### config.mk
export PLATFORM = sky130hd
export DESIGN_NAME = prg_bank_mapper
export DESIGN_NICKNAME = d
export VERILOG_FILES = /design/src/rtl/prgmap_pkg.sv /design/src/rtl/prg_cfg_regs.sv /design/src/rtl/prg_window_sel.sv /design/src/rtl/prg_bank_mapper.sv
export SDC_FILE = /design/constraint.sdc
export NUM_CORES = 1
export LEC_CHECK = 0
export BUFFER_PORTS_ARGS = -buffer_cell sky130_fd_sc_hd__buf_2
export CELL_PAD_IN_SITES_DETAIL_PLACEMENT = 1
export CELL_PAD_IN_SITES_GLOBAL_PLACEMENT = 2
export CORE_UTILIZATION = 21
export DETAILED_ROUTE_END_ITERATION = 10
export GPL_ROUTABILITY_DRIVEN = 0
export PLACE_DENSITY = 0.77
export SYNTH_ARGS = -nofsm -noshare
export SYNTH_HDL_FRONTEND = slang
export SYNTH_HIERARCHICAL = 1
export SYNTH_SLANG_ARGS = --single-unit
### constraint.sdc
create_clock -name clk -period 0.9 [get_ports clk]
set_clock_uncertainty 0.1 [all_clocks]
set_input_delay 0 -clock clk [delete_from_list [all_inputs] [get_ports clk]]
set_output_delay 0 -clock clk [all_outputs]
set_load 0.01 [all_outputs]
### src/rtl/prgmap_pkg.sv
package prgmap_pkg;

  localparam logic [15:0] ADDR_BANK_A = 16'h8000;
  localparam logic [15:0] ADDR_MODE   = 16'h9002;
  localparam logic [15:0] ADDR_MIRROR = 16'h9004;
  localparam logic [15:0] ADDR_BANK_B = 16'hA000;

  localparam int OFFSET_W = 13;
  localparam int SWAP_BIT = 1;

  typedef enum logic [1:0] {
    MIR_VERT   = 2'd0,
    MIR_HORZ   = 2'd1,
    MIR_ONE_LO = 2'd2,
    MIR_ONE_HI = 2'd3
  } mirror_e;

endpackage

### src/rtl/prg_cfg_regs.sv
module prg_cfg_regs
  import prgmap_pkg::*;
#(
  parameter int BANK_W = 4
) (
  input  logic              clk,
  input  logic              rst_n,
  input  logic [15:0]       cpu_addr,
  input  logic [7:0]        cpu_wdata,
  input  logic              cpu_we,
  output logic [BANK_W-1:0] bank_a,
  output logic [BANK_W-1:0] bank_b,
  output logic              swap,
  output mirror_e           mirror
);

  localparam int NREG = 2;
  localparam logic [NREG-1:0][15:0] REG_ADDR = {ADDR_BANK_B, ADDR_BANK_A};

  logic [NREG-1:0][BANK_W-1:0] bank_q;

  for (genvar i = 0; i < NREG; i++) begin : g_bank
    localparam logic [BANK_W-1:0] RST_VAL = BANK_W'(i);
    always_ff @(posedge clk or negedge rst_n) begin
      if (!rst_n)
        bank_q[i] <= RST_VAL;
      else if (cpu_we && cpu_addr == REG_ADDR[i])
        bank_q[i] <= cpu_wdata[BANK_W-1:0];
    end
  end

  always_ff @(posedge clk or negedge rst_n) begin
    if (!rst_n) begin
      swap   <= 1'b0;
      mirror <= MIR_VERT;
    end else if (cpu_we) begin
      if (cpu_addr == ADDR_MODE)
        swap <= cpu_wdata[SWAP_BIT];
      if (cpu_addr == ADDR_MIRROR)
        mirror <= mirror_e'(cpu_wdata[1:0]);
    end
  end

  assign bank_a = bank_q[0];
  assign bank_b = bank_q[1];

endmodule

### src/rtl/prg_window_sel.sv
module prg_window_sel #(
  parameter int NUM_BANKS = 16,
  localparam int BANK_W = $clog2(NUM_BANKS)
) (
  input  logic [1:0]        window,
  input  logic [BANK_W-1:0] bank_a,
  input  logic [BANK_W-1:0] bank_b,
  input  logic              swap,
  output logic [BANK_W-1:0] bank
);

  localparam logic [BANK_W-1:0] PIN_LOW  = BANK_W'(NUM_BANKS - 2);
  localparam logic [BANK_W-1:0] PIN_LAST = BANK_W'(NUM_BANKS - 1);

  always_comb begin
    unique case (window)
      2'd0:    bank = swap ? PIN_LOW : bank_a;
      2'd1:    bank = bank_b;
      2'd2:    bank = swap ? bank_a : PIN_LOW;
      default: bank = PIN_LAST;
    endcase
  end

endmodule

### src/rtl/prg_bank_mapper.sv
module prg_bank_mapper
  import prgmap_pkg::*;
#(
  parameter int NUM_BANKS = 16,
  localparam int BANK_W = $clog2(NUM_BANKS),
  localparam int ROM_W  = BANK_W + OFFSET_W
) (
  input  logic             clk,
  input  logic             rst_n,
  input  logic [15:0]      cpu_addr,
  input  logic [7:0]       cpu_wdata,
  input  logic             cpu_we,
  output logic [ROM_W-1:0] rom_addr,
  output logic [1:0]       mirror
);

  logic [BANK_W-1:0] bank_a_q;
  logic [BANK_W-1:0] bank_b_q;
  logic              swap_q;
  mirror_e           mirror_q;
  logic [BANK_W-1:0] sel_bank;

  prg_cfg_regs #(.BANK_W(BANK_W)) u_regs (
    .clk       (clk),
    .rst_n     (rst_n),
    .cpu_addr  (cpu_addr),
    .cpu_wdata (cpu_wdata),
    .cpu_we    (cpu_we),
    .bank_a    (bank_a_q),
    .bank_b    (bank_b_q),
    .swap      (swap_q),
    .mirror    (mirror_q)
  );

  prg_window_sel #(.NUM_BANKS(NUM_BANKS)) u_sel (
    .window (cpu_addr[14:13]),
    .bank_a (bank_a_q),
    .bank_b (bank_b_q),
    .swap   (swap_q),
    .bank   (sel_bank)
  );

  assign rom_addr = {sel_bank, cpu_addr[OFFSET_W-1:0]};
  assign mirror   = mirror_q;

endmodule

==> run_results.csv, run 1 <==
group,metric,value,unit
outcome,status,"complete, but fails checks",
outcome,violations,"negative setup slack",
global_routing,gr-usage-all-layers,0.1140,
clock_network,cts_tree,"done",
floorplan,chipWidth,62.39,µm
pwr,comb_power_share,0.263,
global_routing,grt_pass1_wl,3532,µm
sta,min_period,1.433,ns
cells_and_area,fillers,398,
global_routing,grt_pass1_vias,718,
synthesis,yosysTopAreaCell,"dfrtp_1",
pwr,pwr-share-clk,0.288,
clock_network,cts-root-buf,"clkbuf_4",
pwr,cellPowerDensity,866.5,nW/µm²
pwr,p_sw_frac,0.2530,
synthesis,yosys.area_share.simple,0.2778,
synthesis,synthCells,69,
synthesis,synthMuxAreaShare,0.1814,
clock_network,cts_buffers,3,
sta,rsz0062_at_grt,"true",
worst_setup_path,cpLargestDelayFamily,"compound AO/OA/AOI/OAI gates",
global_routing,antenna_found_initial,0,
worst_setup_path,critPathSlowestCell,"dfrtp_2",
sta,timing.fmax,0.6976,GHz
global_routing,grt.overflow.total,0,
clock_network,htree_num_levels,1,
worst_setup_path,end_kind,"output port",
routing,wirelength,2069,µm
floorplan,fp-row-count,21,
routing,drc,0,
clock_network,insertion_delay,0.26,ns
synthesis,synthFlopType,"dfrtp_1",
pwr,p_leak,0.6291,nW
cells_and_area,syn_to_final_growth,66.18,%
cells_and_area,insertedDiodeCount,0,
synthesis,synth_xor_area_frac,0,
synthesis,synth_top_area_share,0.3268,
floorplan,start_util,0.2242,
worst_hold_path,hp-class,"input pin to asynchronous set/reset pin",
pwr,ir_drop,0.6053,mV
worst_setup_path,cp.required,0.80,ns
synthesis,synthArstFlopShare,1.000,
placed_design,hpwl,1626,µm
routing,via_count,693,
clock_network,clkSlewWorstSetupHoldPaths,0.07,ns
cells_and_area,fin_util,0.3725,
synthesis,ys_top_cells_by_count,"buf_4, dfrtp_1, nor3_1",
worst_setup_path,critPathMaxStageDelay,0.46,ns
synthesis,ys_ff_latch,11,
synthesis,synth_edf_count,0,
worst_setup_path,critical_path.cell_chain,"a21o_1, a221o_1, buf_2",
worst_setup_path,startpoint_type,"flop",
routing,drt_iter0_markers,23,
routing,viasPerCell,4.226,
synthesis,ys_types,23,
sta,tightest_slew,0.3283,ns
global_routing,grt_max_degree,13,
sta,setup_viol,15,
cells_and_area,finish.net_count,146,
clock_network,ctsLongestPathBuffers,2,
synthesis,synth_top_family_by_area,"simple AND/OR/NAND/NOR gates",
clock_network,cts.sinks,11,
flow_run,cap_violations,0,
worst_setup_path,critPathArrivalTime,1.33,ns
cells_and_area,drive_gt1_frac,0.7203,
placed_design,portBuffers,41,
routing,drt-pass1-iter-count,2,
worst_setup_path,worst-path-max-fanout,9,
floorplan,pin_count,46,
sta,relSlewSlack,0.7793,
sta,fin_setup_tns,-6.107,ns
synthesis,synthAdderAreaFrac,0,
floorplan,coreArea,3416,µm²
synthesis,ys_warn_count,6,
synthesis,yosysMostFrequentCell,"buf_4",
sta,fin_crit_sh,1.593,
synthesis,synth-compound-area-share,0.02288,
floorplan,die_y,62.39,µm
pwr,p_sw,0.2789,mW
routing,wl_per_cell,12.62,µm
synthesis,syn-num-nets,96,
sta,hold_viol,0,
pwr,p_int,0.8236,mW
worst_setup_path,path_class,"flop to output port",
synthesis,ys_top_cells_by_area,"dfrtp_1, buf_4, mux2_4, mux2_2, mux2_1",
floorplan,fp.dieArea,3892,µm²
synthesis,synthesis.area,765.7,µm²
synthesis,avgSynthCellArea,11.10,µm²
synthesis,synth.yosys.seq_area_share,0.3611,
sta,fin_ws,-0.5334,ns
worst_setup_path,cp.buffers_inverters,1,
sta,report.final.slew_viol_count,0,
pwr,seqPwrFrac,0.449,
routing,antenna_left,0,
-- worst reg2reg max path, stage by stage (launching register included) --
cell and delay [ns]:
dfrtp_2 0.46, buf_4 0.16, mux2_4 0.26
-- cell usage in the layout, fill, tap and decap left out --
cell type and n:
nor3_4 4, nor4_2 2, nor4b_4 1, dfstp_2 1, dfrtp_1 9, dfrtp_2 1, nor4b_1 2, buf_8 2
nor4bb_2 1, a21o_1 1, buf_2 35, nor4_1 1, dlygate4sd3_1 5, buf_6 6, nor2_1 3, nor3_1 1
clkbuf_1 1, clkbuf_4 3, nor4_4 2, nand3b_1 2, nor3b_1 3, buf_4 12, or4b_4 1, nand2_1 3
inv_1 1, or3b_4 1, mux2_4 11, and4bb_2 2, a221o_1 1
-- cell families (layout without fill, tap and decap cells) --
family                 Yosys count  in the layout
AOI/OAI and AO/OA                2              2
buffers and inverters           16             65
DFF                             11             11
muxes                           11             11
and+or+nand+nor                 29             29
-- per-stage QoR --
step	instance area [µm²]	hold WS, ns	total power, mW	std cells	setup slack [ns]
after floorplan	825.8	-0.3956	0.6400	69	-0.5520
after global placement	1055	-0.2293	0.7401	152	-0.6901
after detailed placement	1055	-0.2262	0.7484	152	-0.7276
after CTS	1210	-0.06386	1.109	162	-0.5465
after global routing	1272	0.05340	1.168	164	-0.5946
final	1272	0.01973	1.103	164	-0.5334
-- per-layer routing --
| metal | vias to the layer above | track usage | routed length, µm |
|---|---|---|---|
| li1 | 339 | - | - |
| met1 | 339 | 0.1388 | 887 |
| met2 | 13 | 0.2033 | 1112 |
| met3 | 2 | 0.02555 | 58 |
| met4 | 0 | 0.02616 | 10 |
| met5 | - | 0 | 0 |
-- power by group through the flow --
stage	clock [mW]	sequential [mW]	combinational, mW
final	0.317	0.495	0.290
after global routing	0.359	0.494	0.315
after floorplan	0	0.504	0.136
after detailed placement	0	0.504	0.244
after global placement	0	0.504	0.236
after CTS	0.337	0.495	0.277
-- final cells by class --
class / count / area (µm²) / area share
Sequential cell: 11 / 277.8 / 0.2183
Timing Repair Buffer: 60 / 412.9 / 0.3245
Inverter: 1 / 3.754 / 0.002950
Tap cell: 46 / 57.56 / 0.04523
Multi-Input combinational cell: 42 / 494.2 / 0.3884
Clock buffer: 4 / 26.28 / 0.02065
-- flip-flops by register name, summed over array words and instances, names as in the netlist --
| name | cells |
|---|---|
| u_regs/bank_a | 4 |
| u_regs/swap | 1 |
| u_regs/bank_b | 4 |
| u_regs/mirror | 2 |
-- final timing paths --
check                      cells past startpoint              from               end  slack (ns)
min in group clk                               2       cpu_addr[4]       rom_addr[4]        0.10
hold / removal                                 2             rst_n  u_regs/mirror[1]        0.02
setup reg to reg                               2       u_regs/swap       u_regs/swap       -0.20
hold reg to reg                                1  u_regs/bank_b[2]  u_regs/bank_b[2]        0.42
setup / recovery                               3       u_regs/swap      rom_addr[13]       -0.53
max in group asynchronous                      2             rst_n  u_regs/bank_b[0]        0.42
-- timing repair --
| action | CTS | global route |
|---|---|---|
| buffers inserted | 2 | 1 |
| endpoints found under the setup margin | 15 | 17 |
| hold endpoints to repair | 22 | 4 |
| hold buffers | 4 | 1 |
| pin swaps | 4 | 6 |
| resized for setup | 17 | 10 |
Note: power is estimated with default switching activity, not from simulation.
==> inputs of run 2 (changes only) <==
Settings changed: PLACE_DENSITY 0.77 to unset, PLACE_DENSITY_LB_ADDON set to 0.1.
==> run 2 against run 1 <==
Net effect: sequential share of layout area fell by 0.36 points; flip-flop and latch count did not move; final cell count rose by 0.61%; register-to-register slack barely moved; largest cell class unchanged; combinational power barely moved; setup slack got worse by 0.0040 ns; via count rose by 1.2%; routed wire length rose by 2.7%; highest routed layer unchanged; clock power rose by 4%; the flow finishes with violations (negative hold slack, negative setup slack); die area did not move; first-iteration DRC count fell by 96%.
==> run_results.csv, run 2 (synthesis gave the netlist of run 1 again) <==
group,metric,value,unit
routing,drt-pass1-iter-count,2,
worst_setup_path,cpLargestDelayFamily,"flip-flops",
pwr,ir_drop,0.4587,mV
worst_setup_path,cp.buffers_inverters,2,
floorplan,pin_count,46,
sta,fin_ws,-0.5374,ns
routing,wl_per_cell,12.88,µm
routing,wirelength,2125,µm
global_routing,grt.overflow.total,0,
floorplan,fp.dieArea,3892,µm²
pwr,p_leak,0.6417,nW
global_routing,gr-usage-all-layers,0.1116,
cells_and_area,finish.instance_area,1294,µm²
sta,min_period,1.437,ns
global_routing,grt_pass1_wl,3491,µm
cells_and_area,layout_commonest_cell,"buf_2",
clock_network,cts.sinks,11,
worst_setup_path,startpoint_type,"flop",
routing,drt_iter0_markers,1,
routing,via_count,701,
clock_network,ctsLongestPathBuffers,2,
clock_network,insertion_delay,0.26,ns
routing,antenna_left,0,
clock_network,cts-root-buf,"clkbuf_4",
clock_network,htree_num_levels,1,
sta,tightest_slew,0.3783,ns
flow_run,cap_violations,0,
sta,fin_crit_sh,1.597,
global_routing,grt_pass1_vias,749,
sta,setup_viol,15,
worst_hold_path,hp-start,"cpu_wdata[1]",
sta,fin_setup_tns,-6.148,ns
cells_and_area,syn_to_final_growth,68.95,%
global_routing,grt_max_degree,13,
worst_setup_path,critPathMaxStageDelay,0.46,ns
placed_design,hpwl,1644,µm
floorplan,start_util,0.2242,
sta,hold_viol,4,
worst_hold_path,hp-class,"input pin to flop",
floorplan,chipWidth,62.39,µm
floorplan,die_y,62.39,µm
sta,hold_ws,-0.07494,ns
sta,report.final.slew_viol_count,0,
worst_setup_path,worst-path-max-fanout,6,
pwr,p_total,1.115,mW
worst_setup_path,critPathArrivalTime,1.34,ns
routing,viasPerCell,4.248,
worst_setup_path,cp.required,0.80,ns
worst_setup_path,reg2reg_from,"u_regs/swap",
worst_setup_path,critical_path.cell_chain,"buf_6, and4bb_2, nor3_4, buf_2",
cells_and_area,finish.net_count,147,
cells_and_area,finalNonFillerCells,165,
sta,timing.fmax,0.6957,GHz
cells_and_area,fillers,405,
global_routing,antenna_found_initial,0,
outcome,violations,"negative hold slack, negative setup slack",
clock_network,cts_tree,"done",
worst_setup_path,critPathSlowestCell,"dfrtp_2",
routing,drc,0,
floorplan,fp-row-count,21,
pwr,cellPowerDensity,862.1,nW/µm²
clock_network,cts_buffers,3,
worst_setup_path,path_class,"flop to output port",
outcome,status,"complete, but fails checks",
floorplan,coreArea,3416,µm²
cells_and_area,final_cell_mix,"buf_2, buf_4, mux2_4",
placed_design,placed_area,1047,µm²
placed_design,dp_cells,151,
sta,relSlewSlack,0.7473,
worst_setup_path,end_kind,"output port",
placed_design,dp_slack,-0.8049,ns
sta,rsz0062_at_grt,"true",
cells_and_area,drive_gt1_frac,0.7479,
worst_setup_path,crit_path_start,"u_regs/swap",
clock_network,clkSlewWorstSetupHoldPaths,0.07,ns
cells_and_area,insertedDiodeCount,0,
placed_design,portBuffers,41,
clock_network,ctsHoldBuffers,4,
-- run 2: cell types whose count changed in the layout (fill, tap and decap cells not counted), sizes merged --
cell	before	now
buf	55	57
dlygate4sd3	5	4
clkbuf	4	3
clkinv	0	1
-- run 2: worst reg2reg max path, stage by stage, from the launching register on --
cell	delay, ns
dfrtp_2	0.46
buf_6	0.15
mux2_1	0.27
-- run 2: where the power goes --
group | internal (mW) | leakage (nW) | switching, mW
Clock | 0.164 | 0.0177 | 0.167
Combinational | 0.157 | 0.476 | 0.133
Sequential | 0.494 | 0.148 | 0.000162
Total | 0.815 | 0.642 | 0.300
-- run 2: metal layers --
metal / share of wire / track usage / wire length, µm
met1: 0.48 / 0.1498 / 1010
met2: 0.48 / 0.1799 / 1011
met3: 0.044 / 0.02737 / 94
met4: 0.0038 / 0.02616 / 8
met5: 0 / 0 / 0
-- run 2: worst paths after layout --
| kind | endpoint | slack, ns | depth (start not counted) |
|---|---|---|---|
| worst max-delay path | rom_addr[16] | -0.54 | 4 |
| worst min-delay path | u_regs/swap | -0.07 | 2 |
| worst max register to register | u_regs/swap | -0.20 | 2 |
| worst min register to register | u_regs/mirror[1] | 0.41 | 1 |
| max in group asynchronous | u_regs/bank_b[0] | 0.40 | 2 |
| min in group asynchronous | u_regs/bank_a[1] | 0.03 | 2 |
-- run 2: metrics by stage --
stage,utilization,hold WS (ns)
5_1_grt,0.3788,-0.07661
6_report,0.3788,-0.07494
4_1_cts,0.3685,-0.08119
3_3_place_gp,0.3066,-0.2170
2_1_floorplan,-,-0.3956
3_5_place_dp,0.3066,-0.2071
-- run 2: what timing repair did --
action,4_1_cts,5_1_grt
hold endpoints to repair,22,4
endpoints found under the setup margin,16,17
buffers inserted,5,2
pin swaps,8,6
resized for setup,26,4
-- run 2: area by class of cell --
type / instances / area (µm²) / area share
clock buffer: 3 / 22.52 / 0.01741
sequential: 11 / 277.8 / 0.2147
multi-input combinational: 42 / 508.0 / 0.3926
inverter: 1 / 3.754 / 0.002901
tap: 46 / 57.56 / 0.04449
clock inverter: 1 / 5.005 / 0.003868
timing repair buffer: 61 / 419.2 / 0.3240
==> inputs of run 3 (changes only) <==
Settings changed: CORE_ASPECT_RATIO set to 1.5, PLACE_DENSITY_LB_ADDON 0.1 to 0.05.
==> run 3 against run 2 <==
Net effect: the run still ends with negative hold slack, negative setup slack left; non-clock buffer count down 2; first-iteration DRC count grew to 4.0 times the previous value; sequential share of layout area is 0.19 points higher; critical path type unchanged.
==> run_results.csv, run 3 (synthesis gave the netlist of run 1 again) <==
group,metric,value,unit
outcome,status,"complete, but fails checks",
outcome,violations,"negative hold slack, negative setup slack",
pwr,cellPowerDensity,984.7,nW/µm²
routing,wl_per_cell,13.51,µm
pwr,comb_power_share,0.223,
global_routing,grt_max_degree,13,
global_routing,grt_pass1_wl,3456,µm
cells_and_area,insertedDiodeCount,0,
pwr,p_sw_frac,0.2440,
placed_design,hpwl,1632,µm
placed_design,portBuffers,41,
clock_network,cts_buffers,3,
worst_setup_path,startpoint_type,"flop",
routing,viasPerCell,4.497,
pwr,p_leak,0.6353,nW
floorplan,fp-row-count,26,
worst_setup_path,end_kind,"output port",
sta,report.final.slew_viol_count,0,
clock_network,cts.sinks,11,
flow_run,cap_violations,0,
cells_and_area,fin_util,0.3719,
worst_setup_path,path_class,"flop to output port",
floorplan,fp.dieArea,3897,µm²
pwr,pwr-share-clk,0.384,
cells_and_area,finish.net_count,145,
floorplan,start_util,0.2221,
sta,hold_ws,-0.05282,ns
placed_design,placed_area,1042,µm²
cells_and_area,final_cell_mix,"buf_2, buf_4, mux2_4",
worst_setup_path,critPathArrivalTime,1.32,ns
sta,setup_viol,15,
sta,fin_crit_sh,1.578,
routing,drt-pass1-iter-count,4,
floorplan,chipWidth,51.31,µm
floorplan,coreArea,3448,µm²
cells_and_area,fillers,409,
cells_and_area,drive_gt1_frac,0.7350,
pwr,ir_drop,0.8459,mV
routing,drt_iter0_markers,4,
floorplan,pin_count,46,
worst_setup_path,critPathMaxStageDelay,0.45,ns
sta,fin_ws,-0.5201,ns
clock_network,ctsHoldBuffers,3,
global_routing,gr-usage-all-layers,0.1183,
worst_setup_path,critical_path.cell_chain,"a21o_1, a221o_1, buf_2",
sta,relSlewSlack,0.7590,
routing,wirelength,2148,µm
sta,min_period,1.420,ns
cells_and_area,syn_to_final_growth,67.48,%
pwr,p_total,1.263,mW
worst_hold_path,hp-class,"input pin to flop",
pwr,seqPwrFrac,0.393,
clock_network,htree_num_levels,1,
global_routing,grt_pass1_vias,757,
routing,antenna_left,0,
sta,rsz0062_at_grt,"true",
sta,tightest_slew,0.3608,ns
sta,hold_viol,7,
worst_setup_path,worst-path-max-fanout,6,
sta,timing.fmax,0.7042,GHz
floorplan,die_y,75.96,µm
clock_network,cts_tree,"done",
pwr,p_int,0.9547,mW
global_routing,antenna_found_initial,0,
worst_setup_path,r2r_cells,2,
worst_hold_path,whs_path_depth,2,
routing,via_count,715,
cells_and_area,finish.instance_area,1282,µm²
clock_network,clkSlewWorstSetupHoldPaths,0.05,ns
routing,drc,0,
global_routing,grt.overflow.total,0,
cells_and_area,final-seq-area,277.8,µm²
cells_and_area,layout_commonest_cell,"buf_2",
worst_setup_path,critPathSlowestCell,"dfrtp_2",
placed_design,dp_slack,-0.7651,ns
clock_network,insertion_delay,0.23,ns
cells_and_area,multi_input_area,501.7,µm²
worst_setup_path,cp.required,0.80,ns
clock_network,cts-root-buf,"clkbuf_8",
clock_network,ctsLongestPathBuffers,2,
pwr,p_sw,0.3082,mW
-- run 3: cell types whose count changed in the layout (fill, tap and decap cells not counted), sizes merged --
cell         previous run  this run
clkinv                  1         0
dlygate4sd3             4         3
buf                    57        56
clkbuf                  3         4
-- run 3: final timing paths --
kind | slack [ns] | end | from
max | -0.52 | rom_addr[13] | u_regs/swap
min | -0.05 | u_regs/bank_a[0] | cpu_wdata[0]
max reg2reg | -0.19 | u_regs/swap | u_regs/swap
min reg2reg | 0.41 | u_regs/mirror[1] | u_regs/mirror[1]
max in group asynchronous | 0.37 | u_regs/bank_b[0] | rst_n
min in group asynchronous | 0.07 | u_regs/mirror[0] | rst_n
-- run 3: final cells by class --
class	count	share of cell area
Clock buffer	4	0.03512
Inverter	1	0.002927
Multi-Input combinational cell	42	0.3912
Sequential cell	11	0.2166
Tap cell	42	0.04098
Timing Repair Buffer	59	0.3132
-- run 3: metal layers --
metal,up-vias,global-route usage,share of wire
met3,4,0.02410,0.042
li1,339,-,-
met5,-,0,0
met1,348,0.1411,0.39
met4,0,0.03243,0.012
met2,24,0.2079,0.55
-- run 3: metrics by stage --
step	TNS [ns]	hold WS [ns]	cells
5_1_grt	-7.413	-0.05219	159
6_report	-6.415	-0.05282	159
2_1_floorplan	-5.404	-0.3956	69
4_1_cts	-6.713	-0.06216	157
3_3_place_gp	-8.571	-0.2159	147
3_5_place_dp	-8.807	-0.2117	147
-- run 3: power groups by stage --
stage               clock network, mW  registers (mW)  logic [mW]
floorplan                           0           0.504       0.136
global placement                    0           0.504       0.237
detailed placement                  0           0.504       0.241
CTS                             0.511           0.496       0.277
global route                    0.541           0.495       0.306
finish                          0.485           0.496       0.282
-- run 3: worst max-delay path: cells and delay by family, from the launching register on --
family | cells | cell delay, ns
flops | 1 | 0.45
buf+inv | 1 | 0.14
compound gates | 2 | 0.49
-- run 3: timing repair --
item | in CTS | in global routing
buffers inserted | 3 | 2
gates resized for setup | 24 | 6
hold endpoints to repair | 22 | 7
pin swaps | 7 | 6
setup endpoints to repair | 15 | 15
